File: config.mk
export PLATFORM = sky130hd
export DESIGN_NAME = pwm_timer16
export DESIGN_NICKNAME = d
export VERILOG_FILES = /design/src/rtl/pwm_timer16_pkg.sv /design/src/rtl/pwm_prescale.sv /design/src/rtl/pwm_reg_bank.sv /design/src/rtl/pwm_count_core.sv /design/src/rtl/pwm_wave_out.sv /design/src/rtl/pwm_timer16.sv
export SDC_FILE = /design/constraint.sdc
export NUM_CORES = 1
export LEC_CHECK = 0
export ABC_AREA = 1
export BUFFER_PORTS_ARGS = -buffer_cell sky130_fd_sc_hd__buf_2
export CAP_MARGIN = 10
export CORE_MARGIN = 2
export CORE_UTILIZATION = 50
export CTS_CLUSTER_SIZE = 16
export DETAILED_ROUTE_END_ITERATION = 8
export PLACE_DENSITY = 0.75
export SYNTH_ARGS = -nofsm -noshare
export SYNTH_HDL_FRONTEND = slang
export SYNTH_SLANG_ARGS = --single-unit
export TNS_END_PERCENT = 10
File: constraint.sdc
create_clock -name clk -period 5.24 [get_ports clk]
set_input_delay 1.048 -clock clk [delete_from_list [all_inputs] [get_ports clk]]
set_output_delay 1.048 -clock clk [all_outputs]
set_load 0.01 [all_outputs]
File: src/rtl/pwm_timer16_pkg.sv
package pwm_timer16_pkg;
  localparam int CNT_W  = 16;
  localparam int MODE_W = 4;
  localparam int OM_W   = 2;
  localparam int CS_W   = 3;
  localparam int DIV_W  = 10;
  localparam int ADDR_W = 2;

  localparam int F_MODE_LSB = 0;
  localparam int F_OM_LSB   = F_MODE_LSB + MODE_W;
  localparam int F_CS_LSB   = F_OM_LSB + OM_W;

  typedef logic [CNT_W-1:0]  cnt_t;
  typedef logic [MODE_W-1:0] mode_t;
  typedef logic [OM_W-1:0]   om_t;
  typedef logic [CS_W-1:0]   cs_t;

  typedef struct packed {
    mode_t mode;
    om_t   om;
    cs_t   cs;
  } ctrl_t;

  localparam mode_t WG_PC8    = 4'd1;
  localparam mode_t WG_PC9    = 4'd2;
  localparam mode_t WG_PC10   = 4'd3;
  localparam mode_t WG_FS8    = 4'd5;
  localparam mode_t WG_FS9    = 4'd6;
  localparam mode_t WG_FS10   = 4'd7;
  localparam mode_t WG_PC_PER = 4'd10;
  localparam mode_t WG_PC_CMP = 4'd11;
  localparam mode_t WG_FS_PER = 4'd14;
  localparam mode_t WG_FS_CMP = 4'd15;

  localparam om_t OM_OFF    = 2'd0;
  localparam om_t OM_TOGGLE = 2'd1;
  localparam om_t OM_NORMAL = 2'd2;
  localparam om_t OM_INVERT = 2'd3;

  localparam logic [ADDR_W-1:0] RA_CTRL = 2'd0;
  localparam logic [ADDR_W-1:0] RA_CMP  = 2'd1;
  localparam logic [ADDR_W-1:0] RA_PER  = 2'd2;

  localparam cnt_t TOP_B8  = cnt_t'((32'd1 << 8) - 32'd1);
  localparam cnt_t TOP_B9  = cnt_t'((32'd1 << 9) - 32'd1);
  localparam cnt_t TOP_B10 = cnt_t'((32'd1 << 10) - 32'd1);

  function automatic logic mode_is_fast(input mode_t m);
    return (m == WG_FS8) || (m == WG_FS9) || (m == WG_FS10) ||
           (m == WG_FS_PER) || (m == WG_FS_CMP);
  endfunction

  function automatic logic mode_is_dual(input mode_t m);
    return (m == WG_PC8) || (m == WG_PC9) || (m == WG_PC10) ||
           (m == WG_PC_PER) || (m == WG_PC_CMP);
  endfunction

  function automatic cnt_t top_of(input mode_t m, input cnt_t cmp, input cnt_t per);
    cnt_t t;
    case (m)
      WG_PC8,    WG_FS8:    t = TOP_B8;
      WG_PC9,    WG_FS9:    t = TOP_B9;
      WG_PC10,   WG_FS10:   t = TOP_B10;
      WG_PC_PER, WG_FS_PER: t = per;
      WG_PC_CMP, WG_FS_CMP: t = cmp;
      default:              t = '0;
    endcase
    return t;
  endfunction

  function automatic logic clk_running(input cs_t sel);
    return (sel >= 3'd1) && (sel <= 3'd5);
  endfunction

  function automatic int clk_shift(input cs_t sel);
    case (sel)
      3'd2:    return 3;
      3'd3:    return 6;
      3'd4:    return 8;
      3'd5:    return 10;
      default: return 0;
    endcase
  endfunction
endpackage

File: src/rtl/pwm_prescale.sv
module pwm_prescale
  import pwm_timer16_pkg::*;
(
  input  logic clk,
  input  logic rst_n,
  input  cs_t  sel,
  output logic tick
);
  logic [DIV_W-1:0] pre_q;
  logic [DIV_W-1:0] mask;

  always_ff @(posedge clk or negedge rst_n) begin
    if (!rst_n) pre_q <= '0;
    else        pre_q <= pre_q + 1'b1;
  end

  always_comb begin
    mask = DIV_W'((32'd1 << clk_shift(sel)) - 32'd1);
    tick = clk_running(sel) && ((pre_q & mask) == mask);
  end
endmodule

File: src/rtl/pwm_reg_bank.sv
module pwm_reg_bank
  import pwm_timer16_pkg::*;
(
  input  logic              clk,
  input  logic              rst_n,
  input  logic              wr_en,
  input  logic [ADDR_W-1:0] wr_addr,
  input  cnt_t              wr_data,
  input  logic              load_pt,
  output ctrl_t             ctrl_q,
  output cnt_t              cmp_act,
  output cnt_t              per_act
);
  cnt_t cmp_buf, per_buf;

  always_ff @(posedge clk or negedge rst_n) begin
    if (!rst_n) begin
      ctrl_q  <= '0;
      cmp_buf <= '0;
      per_buf <= '0;
      cmp_act <= '0;
      per_act <= '0;
    end else begin
      if (wr_en) begin
        case (wr_addr)
          RA_CTRL: begin
            ctrl_q.mode <= wr_data[F_MODE_LSB +: MODE_W];
            ctrl_q.om   <= wr_data[F_OM_LSB +: OM_W];
            ctrl_q.cs   <= wr_data[F_CS_LSB +: CS_W];
          end
          RA_CMP:  cmp_buf <= wr_data;
          RA_PER:  per_buf <= wr_data;
          default: ;
        endcase
      end
      if (load_pt) begin
        cmp_act <= cmp_buf;
        per_act <= per_buf;
      end
    end
  end
endmodule

File: src/rtl/pwm_count_core.sv
module pwm_count_core
  import pwm_timer16_pkg::*;
(
  input  logic clk,
  input  logic rst_n,
  input  logic tick,
  input  logic run_fast,
  input  logic run_dual,
  input  cnt_t top_val,
  output cnt_t cnt_q,
  output logic dir_up,
  output logic wrap_ev,
  output logic load_pt,
  output logic moving_up
);
  logic running;
  logic at_bot;
  logic at_or_over_top;

  always_comb begin
    running        = run_fast || run_dual;
    at_bot         = (cnt_q == '0);
    at_or_over_top = (cnt_q >= top_val);
    wrap_ev        = tick && run_fast && at_or_over_top;
    load_pt        = !running || wrap_ev || (tick && run_dual && at_bot);
    moving_up      = dir_up ? !at_or_over_top : at_bot;
  end

  always_ff @(posedge clk or negedge rst_n) begin
    if (!rst_n) begin
      cnt_q  <= '0;
      dir_up <= 1'b1;
    end else if (!running) begin
      cnt_q  <= '0;
      dir_up <= 1'b1;
    end else if (tick) begin
      if (run_fast) begin
        dir_up <= 1'b1;
        cnt_q  <= at_or_over_top ? '0 : cnt_q + 1'b1;
      end else if (dir_up) begin
        if (!at_or_over_top) begin
          cnt_q <= cnt_q + 1'b1;
        end else if (!at_bot) begin
          cnt_q  <= cnt_q - 1'b1;
          dir_up <= 1'b0;
        end
      end else begin
        if (at_bot) begin
          cnt_q  <= cnt_q + 1'b1;
          dir_up <= 1'b1;
        end else begin
          cnt_q <= cnt_q - 1'b1;
        end
      end
    end
  end
endmodule

File: src/rtl/pwm_wave_out.sv
module pwm_wave_out
  import pwm_timer16_pkg::*;
(
  input  logic  clk,
  input  logic  rst_n,
  input  logic  tick,
  input  logic  run_fast,
  input  logic  run_dual,
  input  mode_t mode,
  input  om_t   om,
  input  cnt_t  cnt_q,
  input  cnt_t  cmp_act,
  input  logic  wrap_ev,
  input  logic  moving_up,
  output logic  match_ev,
  output logic  pwm_out,
  output logic  match_flag
);
  logic lvl_q, tog_q;

  assign match_ev = tick && (run_fast || run_dual) && (cnt_q == cmp_act);

  always_ff @(posedge clk or negedge rst_n) begin
    if (!rst_n) begin
      lvl_q      <= 1'b0;
      tog_q      <= 1'b0;
      match_flag <= 1'b0;
    end else begin
      match_flag <= match_ev;
      if (!(run_fast || run_dual))  lvl_q <= 1'b0;
      else if (run_fast) begin
        if (wrap_ev)                lvl_q <= 1'b1;
        else if (match_ev)          lvl_q <= 1'b0;
      end else if (match_ev)        lvl_q <= !moving_up;
      if (mode != WG_FS_CMP)        tog_q <= 1'b0;
      else if (match_ev)            tog_q <= !tog_q;
    end
  end

  always_comb begin
    case (om)
      OM_NORMAL: pwm_out = lvl_q;
      OM_INVERT: pwm_out = !lvl_q;
      OM_TOGGLE: pwm_out = (mode == WG_FS_CMP) && tog_q;
      default:   pwm_out = 1'b0;
    endcase
  end
endmodule

File: src/rtl/pwm_timer16.sv
module pwm_timer16
  import pwm_timer16_pkg::*;
(
  input  logic        clk,
  input  logic        rst_n,
  input  logic        wr_en,
  input  logic [1:0]  wr_addr,
  input  logic [15:0] wr_data,
  output logic [15:0] cnt_out,
  output logic        pwm_out,
  output logic        match_flag
);
  ctrl_t ctrl_q;
  cnt_t  cmp_act, per_act, cnt_q, top_val;
  logic  tick, run_fast, run_dual;
  logic  dir_up, wrap_ev, load_pt, moving_up, match_ev;

  assign run_fast = mode_is_fast(ctrl_q.mode);
  assign run_dual = mode_is_dual(ctrl_q.mode);
  assign top_val  = top_of(ctrl_q.mode, cmp_act, per_act);
  assign cnt_out  = cnt_q;

  pwm_reg_bank u_regs (
    .clk(clk), .rst_n(rst_n), .wr_en(wr_en), .wr_addr(wr_addr),
    .wr_data(wr_data), .load_pt(load_pt), .ctrl_q(ctrl_q),
    .cmp_act(cmp_act), .per_act(per_act)
  );

  pwm_prescale u_pre (
    .clk(clk), .rst_n(rst_n), .sel(ctrl_q.cs), .tick(tick)
  );

  pwm_count_core u_core (
    .clk(clk), .rst_n(rst_n), .tick(tick), .run_fast(run_fast),
    .run_dual(run_dual), .top_val(top_val), .cnt_q(cnt_q),
    .dir_up(dir_up), .wrap_ev(wrap_ev), .load_pt(load_pt),
    .moving_up(moving_up)
  );

  pwm_wave_out u_wave (
    .clk(clk), .rst_n(rst_n), .tick(tick), .run_fast(run_fast),
    .run_dual(run_dual), .mode(ctrl_q.mode), .om(ctrl_q.om),
    .cnt_q(cnt_q), .cmp_act(cmp_act), .wrap_ev(wrap_ev),
    .moving_up(moving_up), .match_ev(match_ev), .pwm_out(pwm_out),
    .match_flag(match_flag)
  );
endmodule

; Yosys cells after proc, flatten, opt, wreduce, memory -nomap -nowiden
; Cells that the tools add are included.
[op_classes]
n_mux = 25
bitwise_logic = 1
n_shift = 1
eq_ne = 26
n_lt_le_gt_ge = 3
reduce_logical = 38
addsub = 4
[op_table]
columns = operator, count
row1 = 16-bit 2-to-1 mux, 8
row2 = 16-bit one-hot mux with 5 select lines, 1
row3 = 16-bit by 1-bit adder with 16-bit output (second input constant), 1
row4 = 16-bit equality test, 1
row5 = 4-bit equality test (second input constant), 4
row6 = 16-bit >= comparator, 1
row7 = 16-bit zero test, 1
row8 = 4-bit one-hot mux with 4 select lines, 1
row9 = 16-bit by 1-bit subtractor with 16-bit output (second input constant), 1
row10 = 1-bit 2-to-1 mux, 14
row11 = 4-bit by 3-bit equality test with 1-bit output (second input constant), 3
row12 = 1-bit logical OR, 11
row13 = 10-bit by 1-bit adder with 10-bit output (second input constant), 1
row14 = 10-bit AND, 1
row15 = 10-bit equality test, 1
row16 = 2-bit AND reduction, 5
row17 = 2-bit OR reduction, 5
row18 = 1-bit by 4-bit << shifter with 10-bit output (first input constant), 1
row19 = 10-bit by 1-bit subtractor with 10-bit output (second input constant), 1
row20 = 1-bit logical AND, 9
row21 = 4-bit by 2-bit equality test with 1-bit output (second input constant), 2
row22 = 2-bit equality test (second input constant), 3
row23 = 3-bit by 2-bit equality test with 1-bit output (second input constant), 2
row24 = 3-bit equality test (second input constant), 2
row25 = 12 further kinds, 18
[word_totals]
inputBits = 21
out_inout_bits = 18
elab_cells = 111
regBits = 103

; Logic depth before layout (Yosys ltp)
; Gate-level depths: netlist of run 1.
[depth]
word_depth = 13
ltp_mapped = 22
mapped_depth_nobuf = 21

; Hierarchy
; Synthesis of run 1 repeated with hierarchy kept, for this count alone.
[hier_totals]
hier_cells = 957
hier_area_um2 = 6911.6
[modules_own_cells]
columns = mod, cells_per_inst, seq_area_each_um2, area_each_um2, instances
row1 = pwm_reg_bank, 318, 1826.8, 3066.7, 1
row2 = pwm_count_core, 352, 426.7, 2215.9, 1
row3 = pwm_wave_out, 146, 75.1, 653.1, 1
row4 = pwm_prescale, 73, 250.2, 615.6, 1
row5 = pwm_timer16, 68, 0.0, 360.3, 1

; Least setup slack after synthesis of run 1
; OpenSTA, ideal clock, no wires.
[synth_path]
kind = register to register
from = reg u_regs.ctrl_q[6] (netlist name)
to = reg u_regs.cmp_act[15]
setup_time_ps = 65
setup_slack_ps = 2373
path_stages_with_launch = 23
path_buffers = 3
t_arrival_ps = 2802
synth_period_minus_slack_ps = 2867
required_ps = 5175
path_cell_list = dfrtp_1 inv_2 nor2_2 inv_1 nor2_1 clkbuf_1 nand2_1 o21ai_0 inv_1 ha_1 nand2_1 nand2_1 nand2_1 nand2_1 a21oi_1 nand3_2 nand2_4 nand2_4 nand2_4 buf_6 buf_6 nand3_2 nand2_1
[synth_between]
elab_chain_len = 9
elab_cells_between_ends = 33
classes_between = order compare: 1 / eq/ne: 10 / mux: 1 / reduce/logical: 21
[synth_lines]
columns = element, line_no
row1 = "parallel branches: the longest is 8 deep, another holds 16-bit >= comparator", --
row2 = 1-bit logical OR (*), pwm_count_core.sv:25  ; load_pt = !running || wrap_ev || (tick && run_dual && at_bot);
row3 = end signal: assignment, pwm_reg_bank.sv:37  ; cmp_act <= cmp_buf;
row4 = end: declaration, pwm_reg_bank.sv:11  ; output cnt_t cmp_act,
; Every way passes the cells marked *.
; A chain may end at the register's enable or synchronous reset.

; Worst setup path in the final report of run 1
[layout_path]
from = reg u_regs.ctrl_q[6] (netlist name)
to = reg u_regs.cmp_act[6]
[layout_between]
elab_chain_len = 9
elab_cells_between_ends = 33
classes_between = order compare: 1 / eq/ne: 10 / mux: 1 / reduce/logical: 21
[layout_lines]
columns = element, line_no
row1 = "parallel branches: the longest is 8 deep, another holds 16-bit >= comparator", --
row2 = 1-bit logical OR (*), pwm_count_core.sv:25
; Marked as above.

==> metrics.csv, run 1 <==
metric,value,unit
grt_pass1_wl,24.4,mm
crit_top_cell,nand2_1,
ys.flop_type,dfrtp_1,
wl_per_cell,15.1,um
htreeDepth,3,
hold_path_class,flip-flop to flip-flop,
dp_hpwl,10.5,mm
grt_pass1_vias,5038,
grt_overflow,0,
die_area,0.0131,sq mm
fp.dieW,115,um
syn_area,0.00611,sq mm
cp_max_fo,35,
rows,40,
ys_types,41,
start_util,51.1,%
postLayoutCoreUtil,55.5,%
critical_path_class,flip-flop to flip-flop,
boundaryPins,39,
vias,5234,
post-place-cells,948,
clock.fmax,249,MHz
routabilityCongestion,0.960,
finalSetupTns,0,ps
synth.ff_latch_count,103,
synth_top_area_share,41.8,%
cts_resized,0,
ys_seq_area_share,42.2,%
cts.sinks,103,
antenna-diode-count,0,
clk_latency,350,ps
hold_depth,2,
worstRegToRegCells,20,
io_buffers,38,
fillers,1107,
grt_max_degree,61,
synth_warnings,0,
fin_cells,964,
endpoint_kind,flip-flop,
crit_slowest_cell,nor2_1,
rsz0062_at_grt,false,
maxCapViolCount,0,
coreArea,0.0120,sq mm
route.detailed.drc,0,
ctsHoldBuffers,0,
ant_nets,0,
numCtsBuffers,9,
power.total,0.00368,W
wl,14.6,mm
drive_gt1_share,10.9,%
clock_path_buffers,2,
setup_viol,0,
worstPathRequired,5460,ps
syn_to_final_growth,8.66,%
tightestPinTransition,1060,ps
finalCriticalPeriod,4020,ps
vias_per_cell,5.43,
cts_root_buf,clkbuf_16,
synth_edf_count,0,
track_usage,23.7,%
crit_chain,inv_2 -> nor2_2 -> inv_1 -> nor2_1 -> nand2_1 -> o21ai_0 -> inv_1 -> ha_1 -> nand2_1 -> nand2_1 -> nand2_1 -> nand2_1 -> a21oi_1 -> nand3_2 -> nand2_4 -> nand2_4 -> nand2_4 -> nand2_4 -> nand2_1 -> o21ai_0,
path_clk_slew,70,ps
avgSynthCellArea,7.70,sq um
hold_viol,0,
antenna_found_initial,0,
drtPass1Iterations,5,
yosysMostFrequentCell,nand2_1,
async_flop_share,100,%
synthTopCellsByCount,"nand2_1 (248), dfrtp_1 (102), nand3_1 (64), inv_1 (63)",
yosysTopAreaCell,dfrtp_1,
cp-start-kind,flip-flop,
power_density,553,mW/mm^2
outcome,"finished, final reports clean",
leakagePower,3.49,nW
netlist_instances,794,
maxSlewViolCount,0,
maxSlewHeadroom,28.9,%
tritoncts,yes,
slowest_delay,760,ps
synth_nets,836,
fp.dieH,115,um
critPathArrivalTime,4240,ps
cts_setup_buffers,0,
vdd_drop_max,240,uV
synth_area_leaders,"dfrtp_1 (42%), nand2_1 (15%), nand3_1 (5.2%)",
nNetsFinal,854,
fin_crit_sh,76.7,%
first_iter_violations,400,
finClkSkew,9.40,ps
## layer usage
layer / track usage (%) / routed length (um)
met5: 0 / 0
met4: 11.1 / 478
met3: 3.76 / 742
met2: 38.7 / 6860
met1: 31.0 / 6480
## sequential cells by signal (all words and copies together) (netlist names)
register	cells
u_core.cnt_q	16
u_regs.cmp_act	16
u_regs.cmp_buf	16
u_regs.per_act	16
u_regs.per_buf	16
u_pre.pre_q	10
u_regs.ctrl_q	9
u_core.dir_up	1
u_wave.lvl_q	1
u_wave.match_flag	1
u_wave.tog_q	1
## stage by stage
step / worst slack (ps) / instance area [sq um] / hold slack, ps
6_report: 1220 / 6640 / 468
5_1_grt: 830 / 6640 / 487
4_1_cts: 1270 / 6640 / 475
3_5_place_dp: 1280 / 6320 / 456
3_3_place_gp: 1340 / 6320 / 452
2_1_floorplan: 2370 / 6110 / 442
## worst max-delay path: cells and delay by family (launching register included)
family	cells	cell delay (ps)
buf+inv	3	220
compound gates	3	490
simple gates	13	2400
flops	1	460
fa+ha+maj	1	290
## worst paths after layout
| check | from | to | slack [ps] |
|---|---|---|---|
| min in group asynchronous | rst_n | u_pre.pre_q[4]$_DFF_PN0_ | 700 |
| max in group asynchronous | rst_n | u_regs.per_act[2]$_DFFE_PN0P_ | 3380 |
| max reg2reg | u_regs.ctrl_q[6]$_DFFE_PN0P_ | u_regs.cmp_act[6]$_DFFE_PN0P_ | 1220 |
| min | u_regs.per_buf[8]$_DFFE_PN0P_ | u_regs.per_act[8]$_DFFE_PN0P_ | 470 |
| min reg2reg | u_regs.per_buf[8]$_DFFE_PN0P_ | u_regs.per_act[8]$_DFFE_PN0P_ | 470 |
| max | u_regs.ctrl_q[6]$_DFFE_PN0P_ | u_regs.cmp_act[6]$_DFFE_PN0P_ | 1220 |
## area by class of cell
class / instances / area (sq um) / share of cell area, %
Timing Repair Buffer: 40 / 208 / 3.13
Clock inverter: 5 / 88.8 / 1.34
Sequential cell: 103 / 2580 / 38.8
Clock buffer: 11 / 233 / 3.50
Multi-Input combinational cell: 591 / 3100 / 46.6
Inverter: 67 / 254 / 3.82
Tap cell: 147 / 184 / 2.77
## power by group
| group | internal [W] | switching (W) |
|---|---|---|
| clock network | 0.000426 | 0.000304 |
| logic | 0.000597 | 0.00108 |
| registers | 0.000995 | 0.000272 |
## placed cells by master, fill, tap and decap left out, drive strengths merged, types with 13 or more instances in the layout
cell	count
nand2	254
dfrtp	102
nand3	76
inv	70
nor2	67
o21ai	62
buf	40
xor2	33
ha	21
nor3	17
nand4	14
a21oi	13
## kinds of logic after synthesis
group	after synthesis	share of synthesized area [%]
and+or+nand+nor	432	31.4
xor gates and xnor gates	42	6.02
other	1	0.0614
DFF	103	42.2
buffers and inverters	100	7.16
adders and majority gates	21	4.30
AOI/OAI and AO/OA	95	8.84
Power figures use the tool's default switching activity.
==> inputs of run 2 (changes only) <==
Settings changed: ABC_AREA 1 to 0, PLACE_DENSITY 0.75 to 0.77.
Clock period 5.24 ns to 3.6 ns, I/O delays scaled along.
==> run 2 against run 1 <==
Power rose by 49%. Synthesized cell count down 28%. Sequential power increased by 43%. Design area rose by 1.1%. Clock power grew 22%. Worst hold slack got worse by 61 ps. Final cell count down 20%. Synthesized area is 1.6% lower. Global-route usage grew 0.37 points. First-iteration DRC count is 13% lower. Utilization up 1.1 points. Combinational power up 65%.
==> metrics.csv, run 2 <==
metric,value,unit
cts_setup_buffers,0,
rows,40,
async_flop_share,100,%
maxSlewHeadroom,40.5,%
worstPathRequired,3820,ps
worst_slack,210,ps
avgSynthCellArea,10.5,sq um
path_clk_slew,80,ps
grt_overflow,0,
maxCapViolCount,0,
pre_cts_ws,79.0,ps
ys.flop_type,dfrtp_1,
vias,4880,
crit_slowest_cell,or4_1,
finalSetupTns,0,ps
nNetsFinal,659,
boundaryPins,39,
drive_gt1_share,27.9,%
wl_per_cell,19.0,um
cts_root_buf,clkbuf_16,
tightestPinTransition,890,ps
endpoint_kind,flip-flop,
syn_to_final_growth,11.7,%
dp_hpwl,10.8,mm
grt_max_degree,54,
wl,14.6,mm
grt_pass1_vias,4812,
synth.ff_latch_count,103,
clock.fmax,295,MHz
critical_path_class,flip-flop to flip-flop,
vdd_drop_max,484,uV
cp-start-kind,flip-flop,
mostFrequentLayoutCell,dfrtp_1,
numCtsBuffers,9,
synth_nets,617,
clock_path_buffers,2,
route.detailed.drc,0,
syn_area,0.00601,sq mm
fp.dieW,114,um
clk_latency,360,ps
cp_max_fo,13,
cts_resized,0,
hold_viol,0,
start_util,50.7,%
ctsHoldBuffers,0,
slowest_delay,560,ps
critPathArrivalTime,3610,ps
fin_crit_sh,94.2,%
yosysTopAreaCell,dfrtp_1,
maxSlewViolCount,0,
synth_top_area_share,42.4,%
power_density,816,mW/mm^2
vias_per_cell,6.36,
drtPass1Iterations,5,
hold_path_class,input pin to async pin,
grt_pass1_wl,24.4,mm
rsz0062_at_grt,false,
synth_edf_count,0,
track_usage,24.1,%
finalCriticalPeriod,3390,ps
first_iter_violations,348,
ys_types,74,
antenna_found_initial,0,
coreArea,0.0119,sq mm
crit_chain,clkinv_1 -> o311ai_0 -> ha_1 -> a21oi_1 -> nor2_1 -> or4_1 -> o31ai_2 -> buf_4 -> a21oi_2 -> buf_4 -> a221oi_2 -> a21oi_1,
leakagePower,2.91,nW
io_buffers,38,
finClkSkew,14.4,ps
outcome,"finished, final reports clean",
synth_warnings,0,
fp.dieH,114,um
yosysMostFrequentCell,dfrtp_1,
final_cell_mix,"dfrtp_1 (101), mux2_2 (73), nand2_1 (40)",
die_area,0.0129,sq mm
netlist_instances,575,
ys_seq_area_share,42.9,%
cts.sinks,103,
ant_nets,0,
setup_viol,0,
antenna-diode-count,0,
htreeDepth,3,
routabilityCongestion,1.02,
synthTopCellsByCount,"dfrtp_1 (102), mux2_2 (73), nand2_1 (40), o21ai_0 (32), nor2_1 (23)",
tritoncts,yes,
synth_area_leaders,"dfrtp_1 (42%), mux2_2 (14%), ha_1 (4.4%)",
[run 2: changes by cell type after synthesis, moves of 9 or more]
cell | previous run | this run
a211oi_1 | 0 | 16
a21oi_1 | 12 | 22
inv_1 | 63 | 17
nand2_1 | 248 | 40
nand3_1 | 64 | 17
mux2_2 | 0 | 73
o21ai_0 | 61 | 32
xor2_1 | 33 | 19
nand3_2 | 12 | 0
nor4_1 | 1 | 10
nor2_1 | 61 | 23
[run 2: worst paths after layout]
kind | depth (start not counted) | slack (ps) | start | to
setup / recovery | 12 | 210 | u_regs.ctrl_q[5]$_DFFE_PN0P_ | u_core.cnt_q[14]$_DFFE_PN0P_
hold / removal | 1 | 410 | rst_n | u_core.cnt_q[10]$_DFFE_PN0P_
setup reg to reg | 12 | 210 | u_regs.ctrl_q[5]$_DFFE_PN0P_ | u_core.cnt_q[14]$_DFFE_PN0P_
hold reg to reg | 1 | 490 | u_pre.pre_q[4]$_DFF_PN0_ | u_pre.pre_q[4]$_DFF_PN0_
max in group asynchronous | 2 | 2300 | rst_n | u_core.dir_up$_DFFE_PN1P_
min in group clk | 1 | 490 | u_pre.pre_q[4]$_DFF_PN0_ | u_pre.pre_q[4]$_DFF_PN0_
[run 2: kinds of logic (layout without fill, tap and decap cells)]
logic type | after synthesis | in the layout | share of synthesized area, %
simple gates | 145 | 145 | 13.1
buf+inv | 53 | 98 | 3.97
other cells | 1 | 1 | 0.0624
mux | 78 | 78 | 14.6
flops | 103 | 103 | 42.9
xor+xnor | 34 | 34 | 4.95
fa+ha+maj | 21 | 21 | 4.37
compound gates | 140 | 140 | 16.0
[run 2: layer usage]
layer | share of wire, % | track usage (%)
met4 | 3.5 | 11.1
met3 | 7.4 | 6.48
met2 | 47 | 37.4
met1 | 42 | 31.6
met5 | 0 | 0
[run 2: final cells by class]
type / count / area, sq um
inverters: 19 / 71.3
multi-input cells: 419 / 3210
clock inverters: 5 / 36.3
fillers: 1007 / 5150
repair buffers: 65 / 408
well taps: 147 / 184
clock buffers: 9 / 225
flip-flops and latches: 103 / 2580
[run 2: worst max-delay path, delay by kind of cell (launching register included)]
family / cells / cell delay, ps
AOI/OAI and AO/OA: 6 / 1180
and+or+nand+nor: 2 / 630
DFF: 1 / 490
adders and majority gates: 1 / 320
buffers and inverters: 3 / 620
[run 2: power by group]
part / internal [W] / total, W / leakage (nW) / switching [W]
combinational: 0.00121 / 0.00277 / 1.51 / 0.00156
clock: 0.000463 / 0.000891 / 0.131 / 0.000428
sequential: 0.00148 / 0.00182 / 1.26 / 0.000340
total: 0.00315 / 0.00548 / 2.91 / 0.00233
[run 2: per-stage QoR]
| stage | utilization, % | total power [W] | instance area (sq um) | hold WS, ps | std cells |
|---|---|---|---|---|---|
| floorplan | - | 0.00371 | 6010 | 424 | 575 |
| global placement | 54.3 | 0.00444 | 6440 | 463 | 753 |
| detailed placement | 54.3 | 0.00452 | 6440 | 476 | 753 |
| CTS | 56.5 | 0.00542 | 6700 | 422 | 767 |
| global route | 56.6 | 0.00585 | 6710 | 463 | 767 |
| finish | 56.6 | 0.00548 | 6710 | 406 | 767 |
==> inputs of run 3 (changes only) <==
==> constraint.sdc (replaced) <==
create_clock -name clk -period 3.6 [get_ports clk]
set_input_delay 0.9 -clock clk [delete_from_list [all_inputs] [get_ports clk]]
set_output_delay 0.9 -clock clk [all_outputs]
set_load 0.01 [all_outputs]
==> run 3 against run 2 <==
Combinational power barely moved. Via count decreased by 1.0%. Design area grew 1.0%. Critical path type unchanged.
==> metrics.csv, run 3 (synthesis gave the netlist of run 2 again) <==
metric,value,unit
cp-start-kind,flip-flop,
wl_per_cell,19.4,um
start_util,50.7,%
clock.fmax,284,MHz
syn_to_final_growth,12.8,%
drtPass1Iterations,5,
regArea,0.00258,sq mm
finalCriticalPeriod,3520,ps
numCtsBuffers,9,
worstPathRequired,3860,ps
met2WireLength,7.02,mm
clock_path_buffers,2,
path_clk_slew,80,ps
maxSlewViolCount,0,
grt_overflow,0,
cts_root_buf,clkbuf_16,
critPathArrivalTime,3780,ps
top_layer,met4,
rows,40,
path_depth,11,
vias,4831,
finalSetupTns,0,ps
grt_max_degree,60,
crit_end,u_core.cnt_q[2]$_DFFE_PN0P_,
pre_cts_ws,36.8,ps
cp_max_fo,9,
first_iter_violations,407,
track_usage,24.3,%
routabilityCongestion,1.02,
wl_met1,6.29,mm
cts_setup_buffers,0,
crit_slowest_cell,or4_1,
htreeDepth,3,
rrSetupSlack,80,ps
clk_latency,360,ps
crit_chain,buf_4 -> mux2_2 -> nand2_1 -> ha_1 -> a21oi_1 -> o21ai_0 -> or4_1 -> or4_1 -> nand2_1 -> a221oi_1 -> a211oi_1,
tightestPinTransition,906,ps
multi_input_area,0.00320,sq mm
crit_start,u_regs.ctrl_q[5]$_DFFE_PN0P_,
leakagePower,2.94,nW
boundaryPins,39,
slowest_delay,730,ps
power_density,828,mW/mm^2
setup_viol,0,
fin_hold_ws,482,ps
critical_path_class,flip-flop to flip-flop,
fillers,986,
antenna_found_initial,0,
dr_wl_met3,1.23,mm
hold_path_class,flip-flop to flip-flop,
path_delay_family,simple AND/OR/NAND/NOR gates,
final_cell_mix,"dfrtp_1 (101), mux2_2 (73), nand2_1 (40)",
grt_pass1_wl,24.6,mm
route.detailed.drc,0,
mostFrequentLayoutCell,dfrtp_1,
endpoint_kind,flip-flop,
worst-path-buf-inv,1,
worstRegToRegCells,11,
worst_slack,75.7,ps
fp.dieW,114,um
nNetsFinal,659,
tritoncts,yes,
drive_gt1_share,27.7,%
hold_viol,0,
r2r-start,u_regs.ctrl_q[5]$_DFFE_PN0P_,
maxCapViolCount,0,
cts.sinks,103,
wl,14.9,mm
timing.rr.end,u_core.cnt_q[2]$_DFFE_PN0P_,
antenna-diode-count,0,
fin_crit_sh,97.9,%
power.total,0.00561,W
finClkSkew,9.33,ps
vdd_drop_max,486,uV
outcome,"finished, final reports clean",
rsz0062_at_grt,true,
fp.dieH,114,um
io_buffers,38,
vias_per_cell,6.28,
die_area,0.0129,sq mm
ant_nets,0,
grt_pass1_vias,4872,
coreArea,0.0119,sq mm
dp_hpwl,11.0,mm
maxSlewHeadroom,39.4,%
run 3: what timing repair did:
| action | 4_1_cts | 5_1_grt |
|---|---|---|
| hold buffers | 0 | 0 |
| resized for setup | 0 | 1 |
| hold endpoints to repair | 0 | 0 |
| setup endpoints to repair | 0 | 15 |
run 3: metal layers:
metal / vias up / global-route usage, %
met3: 36 / 7.65
li1: 2223 / -
met2: 194 / 39.4
met5: - / 0
met1: 2378 / 30.8
met4: 0 / 8.54
run 3: how the worst min path moves through the flow:
stage | from | endpoint | slack [ps] | cells after the start
floorplan | u_pre.pre_q[9]$_DFF_PN0_ | u_pre.pre_q[9]$_DFF_PN0_ | 450 | 1
global placement | u_pre.pre_q[9]$_DFF_PN0_ | u_pre.pre_q[9]$_DFF_PN0_ | 460 | 1
detailed placement | u_pre.pre_q[9]$_DFF_PN0_ | u_pre.pre_q[9]$_DFF_PN0_ | 460 | 1
CTS | u_pre.pre_q[9]$_DFF_PN0_ | u_pre.pre_q[9]$_DFF_PN0_ | 480 | 1
global route | u_pre.pre_q[9]$_DFF_PN0_ | u_pre.pre_q[9]$_DFF_PN0_ | 510 | 1
finish | u_regs.per_act[13]$_DFFE_PN0P_ | u_regs.per_act[13]$_DFFE_PN0P_ | 480 | 1
run 3: layout make-up:
type                            count  share of cell area [%]
Clock buffer                        9                    3.32
Clock inverter                      7                    1.33
Inverter                           19                    1.05
Multi-Input combinational cell    419                    47.2
Sequential cell                   103                    38.0
Tap cell                          147                    2.71
Timing Repair Buffer               65                    6.38
run 3: where the power goes:
| part | internal, W | switching [W] |
|---|---|---|
| Clock | 0.000555 | 0.000469 |
| Combinational | 0.00121 | 0.00159 |
| Sequential | 0.00148 | 0.000314 |
| Total | 0.00324 | 0.00238 |
run 3: through the flow:
stage	utilization, %	instances	area (sq um)
after floorplan	-	575	6010
after global placement	54.5	753	6470
after global routing	57.2	769	6780
after detailed placement	54.5	753	6470
final	57.2	769	6780
after CTS	57.2	769	6780
